[config.mk]
export PLATFORM = sky130hd
export DESIGN_NAME = nlp_link_ctrl
export DESIGN_NICKNAME = d
export VERILOG_FILES = /design/src/rtl/nlp_pkg.sv /design/src/rtl/nlp_tx_gen.sv /design/src/rtl/nlp_rx_mon.sv /design/src/rtl/nlp_path_gate.sv /design/src/rtl/nlp_link_ctrl.sv
export SDC_FILE = /design/constraint.sdc
export NUM_CORES = 1
export LEC_CHECK = 0
export BUFFER_PORTS_ARGS = -buffer_cell sky130_fd_sc_hd__buf_4
export CORE_MARGIN = 8
export CORE_UTILIZATION = 60
export DETAILED_ROUTE_END_ITERATION = 10
export PLACE_DENSITY = 0.88
export SYNTH_ARGS = -nofsm -noshare
export SYNTH_HDL_FRONTEND = slang
export SYNTH_SLANG_ARGS = --single-unit
[constraint.sdc]
create_clock -name clk_i -period 3.55 [get_ports clk_i]
set_clock_uncertainty 0.15 [all_clocks]
set_input_delay 0 -clock clk_i [delete_from_list [all_inputs] [get_ports clk_i]]
set_output_delay 0 -clock clk_i [all_outputs]
set_load 0.005 [all_outputs]
[src/rtl/nlp_pkg.sv]
package nlp_pkg;
  typedef struct packed {
    logic tx;
    logic rx;
    logic col;
  } path_en_t;

  function automatic path_en_t fan_en(input logic on);
    path_en_t e;
    e.tx  = on;
    e.rx  = on;
    e.col = on;
    return e;
  endfunction
endpackage

[src/rtl/nlp_tx_gen.sv]
module nlp_tx_gen #(
  parameter int PULSE_CYC  = 2,
  parameter int PERIOD_CYC = 320000
) (
  input  logic clk_i,
  input  logic rst_ni,
  input  logic tx_active_i,
  output logic lp_o
);
  localparam int CW = $clog2(PERIOD_CYC + 1);
  localparam int PW = $clog2(PULSE_CYC + 1);

  logic [CW-1:0] cnt_q;
  logic [PW-1:0] pw_q;

  always_ff @(posedge clk_i or negedge rst_ni) begin
    if (!rst_ni) begin
      cnt_q <= '0;
      pw_q  <= '0;
    end else if (tx_active_i) begin
      cnt_q <= '0;
      pw_q  <= '0;
    end else begin
      if (cnt_q == CW'(PERIOD_CYC - 1)) begin
        cnt_q <= '0;
        pw_q  <= PW'(PULSE_CYC);
      end else begin
        cnt_q <= cnt_q + 1'b1;
        if (pw_q != '0) pw_q <= pw_q - 1'b1;
      end
    end
  end

  assign lp_o = (pw_q != '0) && !tx_active_i;

  p_rise_on_period_r2: assert property (@(posedge clk_i) disable iff (!rst_ni)
    $rose(lp_o) |-> $past(cnt_q) == CW'(PERIOD_CYC - 1));
  p_quiet_after_tx_r3: assert property (@(posedge clk_i) disable iff (!rst_ni)
    ($past(tx_active_i) && !tx_active_i) |-> !lp_o);
  p_width_bound_r1: assert property (@(posedge clk_i) disable iff (!rst_ni)
    pw_q <= PW'(PULSE_CYC));
endmodule

[src/rtl/nlp_rx_mon.sv]
module nlp_rx_mon #(
  parameter int LOSS_CYC    = 2000000,
  parameter int MIN_GAP_CYC = 80000,
  parameter int GOOD_PULSES = 2
) (
  input  logic clk_i,
  input  logic rst_ni,
  input  logic rx_lp_i,
  input  logic rx_dv_i,
  output logic good_o
);
  localparam int LW = $clog2(LOSS_CYC + 1);
  localparam int GW = $clog2(MIN_GAP_CYC + 1);
  localparam int NW = $clog2(GOOD_PULSES + 1);

  logic          lp_q;
  logic [GW-1:0] since_q;
  logic [LW-1:0] idle_q;
  logic [NW-1:0] run_q;
  logic          good_q;
  logic          lp_rise, lp_valid, refresh, idle_max;

  assign lp_rise  = rx_lp_i && !lp_q;
  assign lp_valid = lp_rise && (since_q >= GW'(MIN_GAP_CYC));
  assign refresh  = lp_valid || rx_dv_i;
  assign idle_max = (idle_q == LW'(LOSS_CYC - 1));

  always_ff @(posedge clk_i or negedge rst_ni) begin
    if (!rst_ni) begin
      lp_q    <= 1'b0;
      since_q <= GW'(MIN_GAP_CYC);
    end else begin
      lp_q <= rx_lp_i;
      if (lp_rise)                             since_q <= GW'(1);
      else if (since_q < GW'(MIN_GAP_CYC))     since_q <= since_q + 1'b1;
    end
  end

  always_ff @(posedge clk_i or negedge rst_ni) begin
    if (!rst_ni) begin
      idle_q <= '0;
      run_q  <= '0;
      good_q <= 1'b0;
    end else begin
      if (refresh)        idle_q <= '0;
      else if (!idle_max) idle_q <= idle_q + 1'b1;

      if (good_q) begin
        if (!refresh && idle_max) begin
          good_q <= 1'b0;
          run_q  <= '0;
        end
      end else if (lp_rise && !lp_valid) begin
        run_q <= '0;
      end else if (lp_valid) begin
        if (run_q + 1'b1 >= NW'(GOOD_PULSES)) begin
          good_q <= 1'b1;
          run_q  <= '0;
        end else begin
          run_q <= run_q + 1'b1;
        end
      end else if (idle_max) begin
        run_q <= '0;
      end
    end
  end

  assign good_o = good_q;

  p_good_needs_pulse_r5: assert property (@(posedge clk_i) disable iff (!rst_ni)
    $rose(good_q) |-> $past(lp_valid));
  p_loss_after_idle_r7: assert property (@(posedge clk_i) disable iff (!rst_ni)
    $fell(good_q) |-> $past(idle_q) == LW'(LOSS_CYC - 1));
  p_gap_bound_r6: assert property (@(posedge clk_i) disable iff (!rst_ni)
    since_q <= GW'(MIN_GAP_CYC));
  p_run_bound_r5: assert property (@(posedge clk_i) disable iff (!rst_ni)
    run_q < NW'(GOOD_PULSES));
endmodule

[src/rtl/nlp_path_gate.sv]
module nlp_path_gate
  import nlp_pkg::*;
(
  input  logic     clk_i,
  input  logic     rst_ni,
  input  logic     good_i,
  input  logic     force_i,
  output logic     link_o,
  output path_en_t en_o
);
  assign link_o = good_i || force_i;
  assign en_o   = fan_en(link_o);

  p_force_good_r9: assert property (@(posedge clk_i) disable iff (!rst_ni)
    force_i |-> (en_o.tx && en_o.rx && en_o.col));
  p_down_gated_r10: assert property (@(posedge clk_i) disable iff (!rst_ni)
    (!good_i && !force_i) |-> (en_o == '0));
endmodule

[src/rtl/nlp_link_ctrl.sv]
module nlp_link_ctrl
  import nlp_pkg::*;
#(
  parameter int PULSE_CYC   = 2,
  parameter int PERIOD_CYC  = 320000,
  parameter int LOSS_CYC    = 2000000,
  parameter int MIN_GAP_CYC = 80000,
  parameter int GOOD_PULSES = 2
) (
  input  logic clk_i,
  input  logic rst_ni,
  input  logic tx_active_i,
  input  logic rx_lp_i,
  input  logic rx_dv_i,
  input  logic force_link_i,
  output logic lp_o,
  output logic link_good_o,
  output logic tx_en_o,
  output logic rx_en_o,
  output logic col_en_o
);
  logic     mon_good;
  path_en_t en;

  nlp_tx_gen #(.PULSE_CYC(PULSE_CYC), .PERIOD_CYC(PERIOD_CYC)) u_tx (
    .clk_i(clk_i), .rst_ni(rst_ni), .tx_active_i(tx_active_i), .lp_o(lp_o)
  );

  nlp_rx_mon #(.LOSS_CYC(LOSS_CYC), .MIN_GAP_CYC(MIN_GAP_CYC),
               .GOOD_PULSES(GOOD_PULSES)) u_rx (
    .clk_i(clk_i), .rst_ni(rst_ni), .rx_lp_i(rx_lp_i), .rx_dv_i(rx_dv_i),
    .good_o(mon_good)
  );

  nlp_path_gate u_gate (
    .clk_i(clk_i), .rst_ni(rst_ni), .good_i(mon_good), .force_i(force_link_i),
    .link_o(link_good_o), .en_o(en)
  );

  assign tx_en_o  = en.tx;
  assign rx_en_o  = en.rx;
  assign col_en_o = en.col;
endmodule

# --- After elaboration in Yosys (flattened, before gate mapping) ---
# Cells that the tools add are included.
word_totals:
  mem_count: 0
  regBits: 63
  mem_bits_ro: 0
  input_bits: 6
  out_inout_bits: 5
  latch_bits: 0
  ram_bits: 0
classes:
  bitwise_logic: 0
  add_sub_neg: 5
  reduce_logical: 16
  n_lt_le_gt_ge: 3
  n_mux: 20
  shifts: 0
  n_eq_ne: 4
  div_mod_pow: 0
  n_mul: 0
op_table:
  columns: ["cell", "n"]
  rows:
  - ["21-bit 2-to-1 mux", 2]
  - ["19-bit 2-to-1 mux", 2]
  - ["17-bit 2-to-1 mux", 2]
  - ["21-bit by 1-bit adder with 21-bit output, second input constant", 1]
  - ["21-bit equality test, second input constant", 1]
  - ["19-bit by 1-bit adder with 19-bit output, second input constant", 1]
  - ["19-bit equality test, second input constant", 1]
  - ["2-bit 2-to-1 mux", 9]
  - ["17-bit by 1-bit adder with 17-bit output, second input constant", 1]
  - ["17-bit >= comparator, second input constant", 1]
  - ["17-bit less-than comparator, second input constant", 1]
  - ["1-bit logical AND", 5]
  - ["1-bit 2-to-1 mux", 5]
  - ["1-bit zero test", 4]
  - ["2-bit nonzero test", 2]
  - ["4-bit nonzero test", 1]
  - ["3-bit nonzero test", 1]
  - ["2-bit by 1-bit adder with 2-bit output, second input constant", 1]
  - ["2-bit >= comparator, second input constant", 1]
  - ["1-bit logical OR", 2]
  - ["2-bit by 1-bit != test with 1-bit output, second input constant", 1]
  - ["2-bit != test, second input constant", 1]
  - ["2-bit AND reduction", 1]
  - ["2-bit by 1-bit subtractor with 2-bit output, second input constant", 1]

# --- Longest topological paths before layout ---
# Gate-level depths: netlist of the first run.
depth:
  ltp_word: 8
  mapped_depth: 7
  depth_no_buf: 5

# --- Modules after synthesis ---
# Synthesis of the first run repeated with hierarchy kept, for this count alone.
unflattened:
  cells_unflattened: 347
  hier_area_um2: 3362.0
by_module_without_submodules:
  columns: ["mod", "area_each_um2", "instances", "cells_per_inst", "seq_area_each_um2"]
  rows:
  - ["nlp_rx_mon", 2255.9, 1, 233, 1057.3]
  - ["nlp_tx_gen", 1077.3, 1, 110, 525.5]
  - ["nlp_path_gate", 28.8, 1, 4, 0.0]

# --- Worst setup path before layout of the first run ---
# No wires, ideal clock.
synth_timing:
  path_type: "reg2reg"
  from: "reg u_rx.since_q[10]"
  to: "reg u_rx.since_q[11]"
  path_stages_with_launch: 8
  setup_slack_ns: 1.386
  t_required_ns: 3.325
  path_buffers: 3
  t_arrival_ns: 1.939
  path_cell_list: "dfrtp_1 buf_6 or4_4 a211o_1 buf_6 buf_8 a211oi_2 mux2i_1"
synth_via:
  elab_chain_len: 3
  elab_cells_between_ends: 5
  cone_classes: "add/sub (1); order compare (1); mux (2); reduce/logical (1)"
synth_lines:
  columns: ["item", "line", "source"]
  rows:
  - ["start: declaration", "nlp_rx_mon.sv:17", "logic [GW-1:0] since_q;"]
  - ["start signal: assignment", "nlp_rx_mon.sv:31", "since_q <= GW'(MIN_GAP_CYC);"]
  - ["start signal: assignment", "nlp_rx_mon.sv:35", "else if (since_q < GW'(MIN_GAP_CYC)) since_q <= since_q + 1'b1;"]
  - ["17-bit by 1-bit adder with 17-bit output", "nlp_rx_mon.sv:35", null]
  - ["17-bit 2-to-1 mux", "nlp_rx_mon.sv:35", null]
  - ["17-bit 2-to-1 mux", "nlp_rx_mon.sv:34", "if (lp_rise) since_q <= GW'(1);"]
# Parallel ways exist; a longest one is shown, timed or not. The select of a mux whose other input is x is not followed.
# A chain may end at the register's enable or synchronous reset.

# --- Worst setup path after layout of the first run ---
layout_timing:
  from: "reg u_rx.since_q[16]"
  to: "reg u_rx.idle_q[11]"
layout_via:
  elab_chain_len: 4
  elab_cells_between_ends: 5
  cone_classes: "order compare (1); eq/ne (1); mux (1); reduce/logical (2)"
layout_lines:
  columns: ["item", "line", "source"]
  rows:
  - ["17-bit >= comparator *", "nlp_rx_mon.sv:24", "assign lp_valid = lp_rise && (since_q >= GW'(MIN_GAP_CYC));"]
  - ["1-bit logical AND *", "nlp_rx_mon.sv:24", null]
  - ["1-bit logical OR *", "nlp_rx_mon.sv:25", "assign refresh = lp_valid || rx_dv_i;"]
  - ["2-bit by 1-bit != test with 1-bit output (no line) / 21-bit 2-to-1 mux (equally long branches)", null, null]
  - ["end signal: assignment", "nlp_rx_mon.sv:46", "else if (!idle_max) idle_q <= idle_q + 1'b1;"]
  - ["end: declaration", "nlp_rx_mon.sv:18", "logic [LW-1:0] idle_q;"]
# Mark *: on every way between the ends. The rest lies on a longest branch, timed or not.

==> qor.tcl, run 1 <==
set qor(h-tree-depth) 3
set qor(antennaDiodeCount) 0
set qor(yosysSeqAreaShare) 0.4412
set qor(die_y_um) 93.32
set qor(cell_with_the_most_instances_after_synthesis) {dfrtp_1}
set qor(floorplan.die_area_um2) 8709
set qor(synthDominantCellAreaShare) 0.4046
set qor(fraction_of_final_layout_cells_sized_beyond_drive_strength_1) 0.1131
set qor(cts_num_sinks) 63
set qor(fmax_ghz) 0.3919
set qor(required_ps) 3570
set qor(path_class) {reg2reg}
set qor(seq_power_share) 0.460
set qor(port-buffer-count) 10
set qor(yosys.area_share.adder) 0.02093
set qor(post_synth_most_frequent_cells) {dfrtp_1, nand2_1, nor2_1, a21oi_1, nand3_1}
set qor(wire_length_of_the_first_global_routing_pass_mm) 12.63
set qor(setup_repair_after_global_routing_missed_its_margin) {no}
set qor(p_sw_frac) 0.2393
set qor(timing.critical_path.to_type) {flop}
set qor(max_capacitance_violation_total) 0
set qor(setup_viol) 0
set qor(grt_max_degree) 64
set qor(initial_utilization) 0.6131
set qor(core_area_um2) 5851
set qor(first_global_vias) 2754
set qor(worst_slack_ps) 998.5
set qor(insertion_delay_ps) 330
set qor(pwr-share-clk) 0.437
set qor(post-route-drc-count) 0
set qor(power_density_nw_per_um2) 436.0
set qor(design.portCount) 11
set qor(synth-edff-count) 0
set qor(routedWlPerCell_um) 15.58
set qor(run_status) {complete, no violations}
set qor(cts_post_setup_buffers_inserted) 0
set qor(routed-via-count) 2896
set qor(drt-vias-per-instance) 6.241
set qor(post-route-period-util) 0.7187
set qor(place.gp.congestion) 0.8446
set qor(setup.worst_path.start) {u_rx.since_q[16]}
set qor(max-clock-path-buffers) 2
set qor(post_synthesis_cell_count) 384
set qor(worst_slew_margin_rel) 0.2686
set qor(synth_top_family_by_area) {simple AND/OR/NAND/NOR gates}
set qor(synth_area_leader_cell) {dfrtp_1}
set qor(timing.rr.start) {u_rx.since_q[16]}
set qor(postSynthRegisterBits) 63
set qor(antenna_found_initial) 0
set qor(synth-xor-area-share) 0.04395
set qor(clkTransAtPathRegs_ps) 70
set qor(async_flop_share) 1.000
set qor(synthToLayoutAreaGrowth_pct) 9.034
set qor(max_slew.worst_pin.slew_ps) 1090
set qor(synth_compound_gate_area_share) 0.1765
set qor(fillCellCount) 440
set qor(fp-row-count) 28
set qor(syn-num-nets) 396
set qor(global_route.usage.total) 0.1781
set qor(clk_tree_root_cell) {clkbuf_8}
set qor(drt-pass1-iter-count) 5
set qor(synth_mux_area_frac) 0.02790
set qor(cts_made_buffers) 9
set qor(internal_pwr_total_uw) 1297
set qor(synth_area_um2) 3587
set qor(fin_tns_setup_ps) 0
set qor(remaining_global_route_overflow) 0
set qor(critPathArrivalTime_ps) 2570
set qor(drt_first_iter_violations) 243
set qor(ys.flop_type) {dfrtp_1}
set qor(critical_path.max_fanout) 27
set qor(synth.area.top_cells) {dfrtp_1, a21oi_1, dfstp_2, nand4_1, nand3_1}
set qor(final-hold-violation-count) 0
set qor(regToRegSetupSlack_ps) 1000
set qor(yosysUniqueCellTypes) 51
set qor(yosys_warnings) 0
set qor(p_comb_frac) 0.103
set qor(crit_path_start_kind) {flop}
set qor(p_leak_uw) 0.001538
set qor(hold_bufs_at_cts) 4
set qor(total_switching_power_uw) 408.1
set qor(totalWireLength_mm) 7.230
set qor(maxSlewViolCount) 0
set qor(setup.worst_path.end) {u_rx.idle_q[11]}
set qor(cts-resized-gates) 0
set qor(syn_area_per_cell_um2) 9.342
set qor(setup_ws_pre_cts_ps) 1018
set qor(final_net_count) 396
set qor(period_needed_ps) 2551
set qor(detailed_place_hpwl_mm) 4.741
set qor(cts_tree) {yes}
set qor(r2r_end) {u_rx.idle_q[11]}
set qor(worstHoldPathType) {in2async}
set qor(floorplan.die.width_um) 93.32
set qor(reg2regPathDepth) 3
set qor(power.ir.vdd_worst_mv) 0.4562
set qor(synthSimpleGateAreaFrac) 0.2361
set qor(detail-route-antenna-nets) 0
-- state kept, by name (all words and copies together), names as in the netlist --
register,count
u_rx.idle_q,21
u_rx.lp_q,1
u_tx.cnt_q,19
u_rx.since_q,17
u_tx.pw_q,2
u_rx.run_q,2
u_rx.good_o,1
-- how the worst min path moves through the flow --
stage | end | cells past startpoint | from
after floorplan | u_rx.good_o | 0 | rst_ni
after global placement | u_rx.lp_q | 1 | rx_lp_i
after detailed placement | u_rx.lp_q | 1 | rx_lp_i
after CTS | tx_en_o | 3 | force_link_i
after global routing | col_en_o | 3 | force_link_i
final | u_tx.pw_q[0] | 2 | rst_ni
-- cell usage in the layout (no fill, tap or decap), types with 8 or more instances in the layout --
| cell | instances |
|---|---|
| dfrtp_1 | 58 |
| xor2_1 | 12 |
| inv_1 | 13 |
| nand2_1 | 29 |
| nand4_1 | 18 |
| o31ai_1 | 8 |
| nor2_1 | 28 |
| mux2i_1 | 10 |
| nand3_1 | 22 |
| clkbuf_8 | 13 |
| or3_1 | 8 |
| buf_4 | 12 |
| o21ai_0 | 19 |
| a21oi_1 | 27 |
-- power by group through the flow --
stage	Combinational, uW	Clock (uW)	Sequential [uW]
3_5_place_dp	175	0	797
3_3_place_gp	166	0	795
2_1_floorplan	124	0	789
4_1_cts	180	757	784
6_report	176	745	784
5_1_grt	202	795	791
-- critical path, cell delays in order (launching register included) --
cell and delay, ps:
dfstp_2 860, nand2_1 310, o21ai_1 920, nor2_1 150
-- stage by stage --
| step | hold WS, ps | power (uW) | cell area (um^2) | instances | util |
|---|---|---|---|---|---|
| final | 143.7 | 1705 | 3911 | 464 | 0.6685 |
| after global routing | 172.0 | 1787 | 3911 | 464 | 0.6685 |
| after CTS | 153.6 | 1721 | 3911 | 464 | 0.6685 |
| after detailed placement | -23.20 | 972.0 | 3628 | 444 | 0.6202 |
| after global placement | -25.20 | 961.1 | 3628 | 444 | 0.6202 |
| after floorplan | -445.6 | 913.4 | 3587 | 384 | - |
-- cells by family after synthesis --
logic type | after synthesis
XOR/XNOR | 18
AND/OR/NAND/NOR | 156
AO/OA/AOI/OAI | 91
buffers and inverters | 40
multiplexers | 10
flip-flops | 63
adder cells (fa/ha/maj) | 6
-- final cells by class --
cell class	count	area [um^2]	area share
sequential	63	1583	0.4047
inverter	13	48.80	0.01248
multi-input combinational	281	1813	0.4635
tap	75	93.84	0.02399
clock inverter	2	60.06	0.01536
clock buffer	14	182.7	0.04671
timing repair buffer	16	130.1	0.03327
-- routing by layer --
metal / wire, um / GRT usage / vias to the layer above
li1: - / - / 1416
met1: 3366 / 0.2286 / 1413
met2: 3525 / 0.2808 / 59
met3: 251 / 0.04728 / 8
met4: 87 / 0.06711 / 0
met5: 0 / 0 / -
Note: power is estimated with default switching activity, not from simulation.
==> run 2: changes to the inputs <==
==> constraint.sdc (replaced) <==
create_clock -name clk_i -period 2.5 [get_ports clk_i]
set_clock_uncertainty 0.15 [all_clocks]
set_input_delay 0 -clock clk_i [delete_from_list [all_inputs] [get_ports clk_i]]
set_output_delay 0 -clock clk_i [all_outputs]
set_load 0.005 [all_outputs]
==> run 2 against run 1 <==
Die area stayed put; global-route usage up 1.4 points; critical path depth up 2; design area up 0.48%; clock-buffer cell count decreased by 1; critical path type unchanged.
==> qor.tcl, run 2 (synthesized netlist as in run 1, its figures left out) <==
set qor(run_status) {complete, no violations} ;# unchanged
set qor(antenna_found_initial) 0 ;# unchanged
set qor(drt_first_iter_violations) 221 ;# was 243
set qor(placedCellCount) 451 ;# was 444
set qor(floorplan.die.width_um) 93.32 ;# unchanged
set qor(power_density_nw_per_um2) 585.3 ;# was 436.0 nW/um^2
set qor(maxSlewViolCount) 0 ;# unchanged
set qor(clk_tree_root_cell) {clkbuf_8} ;# unchanged
set qor(leading_cell_type_in_the_layout_fill_and_taps_excluded) {dfrtp_1} ;# unchanged
set qor(h-tree-depth) 3 ;# unchanged
set qor(required_ps) 2610 ;# was 3570 ps
set qor(drt-pass1-iter-count) 5 ;# unchanged
set qor(report.power.total_uw) 2300 ;# was 1705 uW
set qor(post-route-period-util) 0.9241 ;# was 0.7187
set qor(insertion_delay_ps) 340 ;# was 330 ps
set qor(crit_path_start_kind) {flop} ;# unchanged
set qor(mostFrequentLayoutCells) {dfrtp_1, nand2_1, nor2_1} ;# unchanged
set qor(p_leak_uw) 0.001558 ;# was 0.001538 uW
set qor(path_class) {reg2reg} ;# unchanged
set qor(core_area_um2) 5851 ;# unchanged
set qor(design.portCount) 11 ;# unchanged
set qor(fin_worst_hold_slack_ps) 136.7 ;# was 143.7 ps
set qor(global_route.usage.total) 0.1917 ;# was 0.1781
set qor(layout.cells.non_filler) 471 ;# was 464
set qor(routed-via-count) 3004 ;# was 2896
set qor(setup_repair_after_global_routing_missed_its_margin) {no} ;# unchanged
set qor(critPathArrivalTime_ps) 2420 ;# was 2570 ps
set qor(floorplan.die_area_um2) 8709 ;# unchanged
set qor(worstHoldPathType) {in2async} ;# unchanged
set qor(fmax_ghz) 0.4329 ;# was 0.3919 GHz
set qor(routedWlPerCell_um) 16.60 ;# was 15.58 um
set qor(grt_max_degree) 64 ;# unchanged
set qor(die_y_um) 93.32 ;# unchanged
set qor(sequential_cell_area_um2) 1583 ;# unchanged
set qor(cts_num_sinks) 63 ;# unchanged
set qor(timing.critical_path.to_type) {flop} ;# unchanged
set qor(remaining_global_route_overflow) 0 ;# unchanged
set qor(totalWireLength_mm) 7.819 ;# was 7.230 mm
set qor(setup_viol) 0 ;# unchanged
set qor(final_net_count) 403 ;# was 396
set qor(largest_reg_flops) 21 ;# unchanged
set qor(cts_tree) {yes} ;# unchanged
set qor(fp-row-count) 28 ;# unchanged
set qor(max-clock-path-buffers) 2 ;# unchanged
set qor(worst_slew_margin_rel) 0.4677 ;# was 0.2686
set qor(max_capacitance_violation_total) 0 ;# unchanged
set qor(clkTransAtPathRegs_ps) 70 ;# about the same
set qor(wire_length_of_the_first_global_routing_pass_mm) 13.44 ;# was 12.63 mm
set qor(cts_post_setup_buffers_inserted) 0 ;# unchanged
set qor(port-buffer-count) 10 ;# unchanged
set qor(critical_path.max_fanout) 8 ;# was 27
set qor(power.ir.vdd_worst_mv) 0.4124 ;# was 0.4562 mV
set qor(detailed_place_hpwl_mm) 5.141 ;# was 4.741 mm
set qor(detail-route-antenna-nets) 0 ;# unchanged
set qor(antennaDiodeCount) 0 ;# unchanged
set qor(max_slew.worst_pin.slew_ps) 798.5 ;# was 1090 ps
set qor(largestRegisters) {u_rx.idle_q x21, u_tx.cnt_q x19, u_rx.since_q x17} ;# unchanged
set qor(initial_utilization) 0.6131 ;# unchanged
set qor(fillCellCount) 454 ;# was 440
set qor(fraction_of_final_layout_cells_sized_beyond_drive_strength_1) 0.1288 ;# was 0.1131
set qor(synthToLayoutAreaGrowth_pct) 9.557 ;# was 9.034%
set qor(cts_made_buffers) 9 ;# unchanged
set qor(multi_input_area_um2) 1813 ;# unchanged
set qor(period_needed_ps) 2310 ;# was 2551 ps
set qor(drt-vias-per-instance) 6.378 ;# was 6.241
set qor(place.gp.congestion) 0.8330 ;# was 0.8446
set qor(stdcell_area_um2) 3930 ;# was 3911 um^2
set qor(post-route-drc-count) 0 ;# unchanged
set qor(final-hold-violation-count) 0 ;# unchanged
set qor(first_global_vias) 2889 ;# was 2754
set qor(top_register) {u_rx.idle_q} ;# unchanged
set qor(fin_tns_setup_ps) 0 ;# unchanged
set qor(placed_area_um2) 3681 ;# was 3628 um^2
run 2: repair_timing:
| item | 4_1_cts | 5_1_grt |
|---|---|---|
| resized for setup | 0 | 0 |
| hold buffers | 4 | 0 |
| endpoints found under the hold margin | 69 | 0 |
run 2: metrics by stage:
step / util / setup slack (ps)
floorplan: - / 336.2
global placement: 0.6292 / 288.7
detailed placement: 0.6292 / 229.6
CTS: 0.6717 / 212.4
global route: 0.6717 / 68.53
finish: 0.6717 / 189.8
run 2: worst paths after layout:
| check | slack [ps] | start | to | depth (start not counted) |
|---|---|---|---|---|
| max | 190 | u_rx.idle_q[0] | u_rx.idle_q[20] | 5 |
| min | 140 | rst_ni | u_tx.pw_q[0] | 2 |
| max reg2reg | 190 | u_rx.idle_q[0] | u_rx.idle_q[20] | 5 |
| min reg2reg | 350 | u_rx.since_q[13] | u_rx.since_q[13] | 2 |
| max in group asynchronous | 1530 | rst_ni | u_tx.cnt_q[12] | 2 |
| min in group clk_i | 160 | force_link_i | link_good_o | 3 |
run 2: critical path: stages (launching register included):
cell and delay, ps:
dfrtp_1 410, ha_1 210, nand3_1 140, or4_1 670, or4_1 460, a21oi_1 180
run 2: final cells by class:
class | count | share of cell area
Clock buffer | 13 | 0.04298
Clock inverter | 3 | 0.01019
Inverter | 13 | 0.01242
Multi-Input combinational cell | 281 | 0.4613
Sequential cell | 63 | 0.4027
Tap cell | 75 | 0.02388
Timing Repair Buffer | 23 | 0.04648
run 2: routing by layer:
| layer | GRT usage | part of all wire |
|---|---|---|
| met5 | 0 | 0 |
| met4 | 0.08188 | 0.015 |
| met3 | 0.04968 | 0.045 |
| met2 | 0.3079 | 0.50 |
| met1 | 0.2382 | 0.44 |
run 2: report_power, final:
group | leakage [uW] | total (uW) | switching (uW) | internal, uW
combinational | 0.000602 | 259 | 154 | 105
clock | 0.000109 | 926 | 387 | 539
sequential | 0.000847 | 1110 | 46.5 | 1070
==> run 3: changes to the inputs <==
--- a/config.mk
+++ b/config.mk
@@ -10,6 +10,7 @@
 export CORE_UTILIZATION = 60
 export DETAILED_ROUTE_END_ITERATION = 10
 export PLACE_DENSITY = 0.88
+export SETUP_SLACK_MARGIN = 0.2
 export SYNTH_ARGS = -nofsm -noshare
 export SYNTH_HDL_FRONTEND = slang
 export SYNTH_SLANG_ARGS = --single-unit
==> run 3 against run 2 <==
First-iteration DRC count down 2.7%; combinational power is 2% higher; register-to-register slack improved by 60 ps; power is 0.47% higher; critical endpoint is now u_rx.idle_q[14]; largest power group unchanged; highest routed layer unchanged.
==> qor.tcl, run 3 (synthesized netlist as in run 1, its figures left out) <==
set qor(setup_ws_pre_cts_ps) 229.6 ;# unchanged
set qor(cts_num_sinks) 63 ;# unchanged
set qor(required_ps) 2620 ;# was 2610 ps
set qor(largest_reg_flops) 21 ;# unchanged
set qor(layout.cells.non_filler) 473 ;# was 471
set qor(routedWlPerCell_um) 16.85 ;# was 16.60 um
set qor(post-route-period-util) 0.9009 ;# was 0.9241
set qor(drt-pass1-iter-count) 4 ;# was 5
set qor(critPathArrivalTime_ps) 2370 ;# was 2420 ps
set qor(leading_cell_type_in_the_layout_fill_and_taps_excluded) {dfrtp_1} ;# unchanged
set qor(max_capacitance_violation_total) 0 ;# unchanged
set qor(h-tree-depth) 3 ;# unchanged
set qor(p_comb_frac) 0.114 ;# was 0.113
set qor(floorplan.die.width_um) 93.32 ;# unchanged
set qor(critical_path.max_fanout) 9 ;# was 8
set qor(worstHoldPathType) {in2async} ;# unchanged
set qor(final-hold-violation-count) 0 ;# unchanged
set qor(maxSlewViolCount) 0 ;# unchanged
set qor(totalWireLength_mm) 7.969 ;# was 7.819 mm
set qor(fmax_ghz) 0.4440 ;# was 0.4329 GHz
set qor(internal_pwr_total_uw) 1715 ;# was 1713 uW
set qor(fillCellCount) 443 ;# was 454
set qor(setup_repair_after_global_routing_missed_its_margin) {yes} ;# was no
set qor(post-route-drc-count) 0 ;# unchanged
set qor(period_needed_ps) 2252 ;# was 2310 ps
set qor(global_route.usage.total) 0.1917 ;# unchanged
set qor(pwr-share-clk) 0.404 ;# was 0.403
set qor(drt-vias-per-instance) 6.389 ;# was 6.378
set qor(grt_max_degree) 64 ;# unchanged
set qor(final_net_count) 405 ;# was 403
set qor(design.portCount) 11 ;# unchanged
set qor(p_leak_uw) 0.001570 ;# was 0.001558 uW
set qor(max-clock-path-buffers) 2 ;# unchanged
set qor(timing.critical_path.to_type) {flop} ;# unchanged
set qor(cts_tree) {yes} ;# unchanged
set qor(die_y_um) 93.32 ;# unchanged
set qor(regToRegSetupSlack_ps) 250 ;# was 190 ps
set qor(port-buffer-count) 10 ;# unchanged
set qor(run_status) {complete, no violations} ;# unchanged
set qor(detail-route-antenna-nets) 0 ;# unchanged
set qor(p_sw_frac) 0.2579 ;# was 0.2555
set qor(drt_first_iter_violations) 215 ;# was 221
set qor(seq_power_share) 0.482 ;# was 0.485
set qor(fin_tns_setup_ps) 0 ;# unchanged
set qor(fraction_of_final_layout_cells_sized_beyond_drive_strength_1) 0.1382 ;# was 0.1288
set qor(synthToLayoutAreaGrowth_pct) 10.78 ;# was 9.557%
set qor(cts_made_buffers) 9 ;# unchanged
set qor(core_area_um2) 5851 ;# unchanged
set qor(clk_tree_root_cell) {clkbuf_8} ;# unchanged
set qor(insertion_delay_ps) 350 ;# was 340 ps
set qor(crit_path_start_kind) {flop} ;# unchanged
set qor(power.ir.vdd_worst_mv) 0.4200 ;# was 0.4124 mV
set qor(routed-via-count) 3022 ;# was 3004
set qor(path_class) {reg2reg} ;# unchanged
set qor(mostFrequentLayoutCells) {dfrtp_1, nand2_1, nor2_1} ;# unchanged
set qor(worst_slew_margin_rel) 0.4696 ;# was 0.4677
set qor(detailed_place_hpwl_mm) 5.141 ;# unchanged
set qor(first_global_vias) 2889 ;# unchanged
set qor(placedCellCount) 451 ;# unchanged
set qor(largestRegisters) {u_rx.idle_q x21, u_tx.cnt_q x19, u_rx.since_q x17} ;# unchanged
set qor(initial_utilization) 0.6131 ;# unchanged
set qor(worst_slack_ps) 247.8 ;# was 189.8 ps
set qor(max_slew.worst_pin.slew_ps) 795.6 ;# was 798.5 ps
set qor(remaining_global_route_overflow) 0 ;# unchanged
set qor(top_register) {u_rx.idle_q} ;# unchanged
set qor(fp-row-count) 28 ;# unchanged
set qor(setup_viol) 0 ;# unchanged
set qor(wire_length_of_the_first_global_routing_pass_mm) 13.44 ;# unchanged
set qor(clkTransAtPathRegs_ps) 70 ;# about the same
set qor(antennaDiodeCount) 0 ;# unchanged
set qor(place.gp.congestion) 0.8330 ;# unchanged
set qor(antenna_found_initial) 0 ;# unchanged
set qor(floorplan.die_area_um2) 8709 ;# unchanged
set qor(power_density_nw_per_um2) 581.6 ;# was 585.3 nW/um^2
set qor(total_switching_power_uw) 596.0 ;# was 587.7 uW
==> run 3: cell type report <==
cell class | instances | area [um^2] | area share
well taps | 75 | 93.84 | 0.02361
clock inverters | 3 | 40.04 | 0.01008
repair buffers | 25 | 201.4 | 0.05069
inverters | 13 | 48.80 | 0.01228
multi-input cells | 281 | 1837 | 0.4622
clock buffers | 13 | 168.9 | 0.04251
flip-flops and latches | 63 | 1584 | 0.3986
==> run 3: through the flow <==
stage	instance area, um^2	total power (uW)	hold WS [ps]	utilization
2_1_floorplan	3587	1297	-445.6	-
4_1_cts	3930	2313	158.8	0.6717
5_1_grt	3974	2419	173.4	0.6792
6_report	3974	2311	137.3	0.6792
3_3_place_gp	3681	1366	-22.07	0.6292
3_5_place_dp	3681	1385	-17.95	0.6292
==> run 3: final timing paths <==
path | start | depth (start not counted) | endpoint
max in group asynchronous | rst_ni | 2 | u_rx.since_q[10]
worst max register to register | u_rx.since_q[10] | 5 | u_rx.idle_q[14]
min in group clk_i | force_link_i | 3 | link_good_o
worst max-delay path | u_rx.since_q[10] | 5 | u_rx.idle_q[14]
worst min-delay path | rst_ni | 2 | u_tx.pw_q[0]
worst min register to register | u_rx.since_q[13] | 2 | u_rx.since_q[13]
==> run 3: power by group through the flow <==
| stage | clock, uW | combinational, uW | sequential (uW) |
|---|---|---|---|
| 4_1_cts | 937 | 262 | 1110 |
| 3_3_place_gp | 0 | 239 | 1130 |
| 3_5_place_dp | 0 | 255 | 1130 |
| 5_1_grt | 991 | 306 | 1120 |
| 2_1_floorplan | 0 | 176 | 1120 |
| 6_report | 933 | 263 | 1110 |
==> run 3: repair_timing <==
item	CTS	global route
setup buffers	0	2
resized for setup	0	5
endpoints found under the setup margin	0	22
endpoints found under the hold margin	69	0
hold buffers	4	0
==> run 3: worst max-delay path, cell delays in order, from the launching register on <==
cell,delay (ps)
dfrtp_2,450
or4_4,500
a211oi_1,330
o21ai_1,330
buf_4,270
a21oi_1,130
==> run 3: routing by layer <==
metal  vias to the layer above  GRT usage  wire, um
met5                         -          0         0
met1                      1505     0.2382      3422
li1                       1423          -         -
met2                        85     0.3079      4020
met4                         0    0.08188       129
met3                         9    0.04968       396
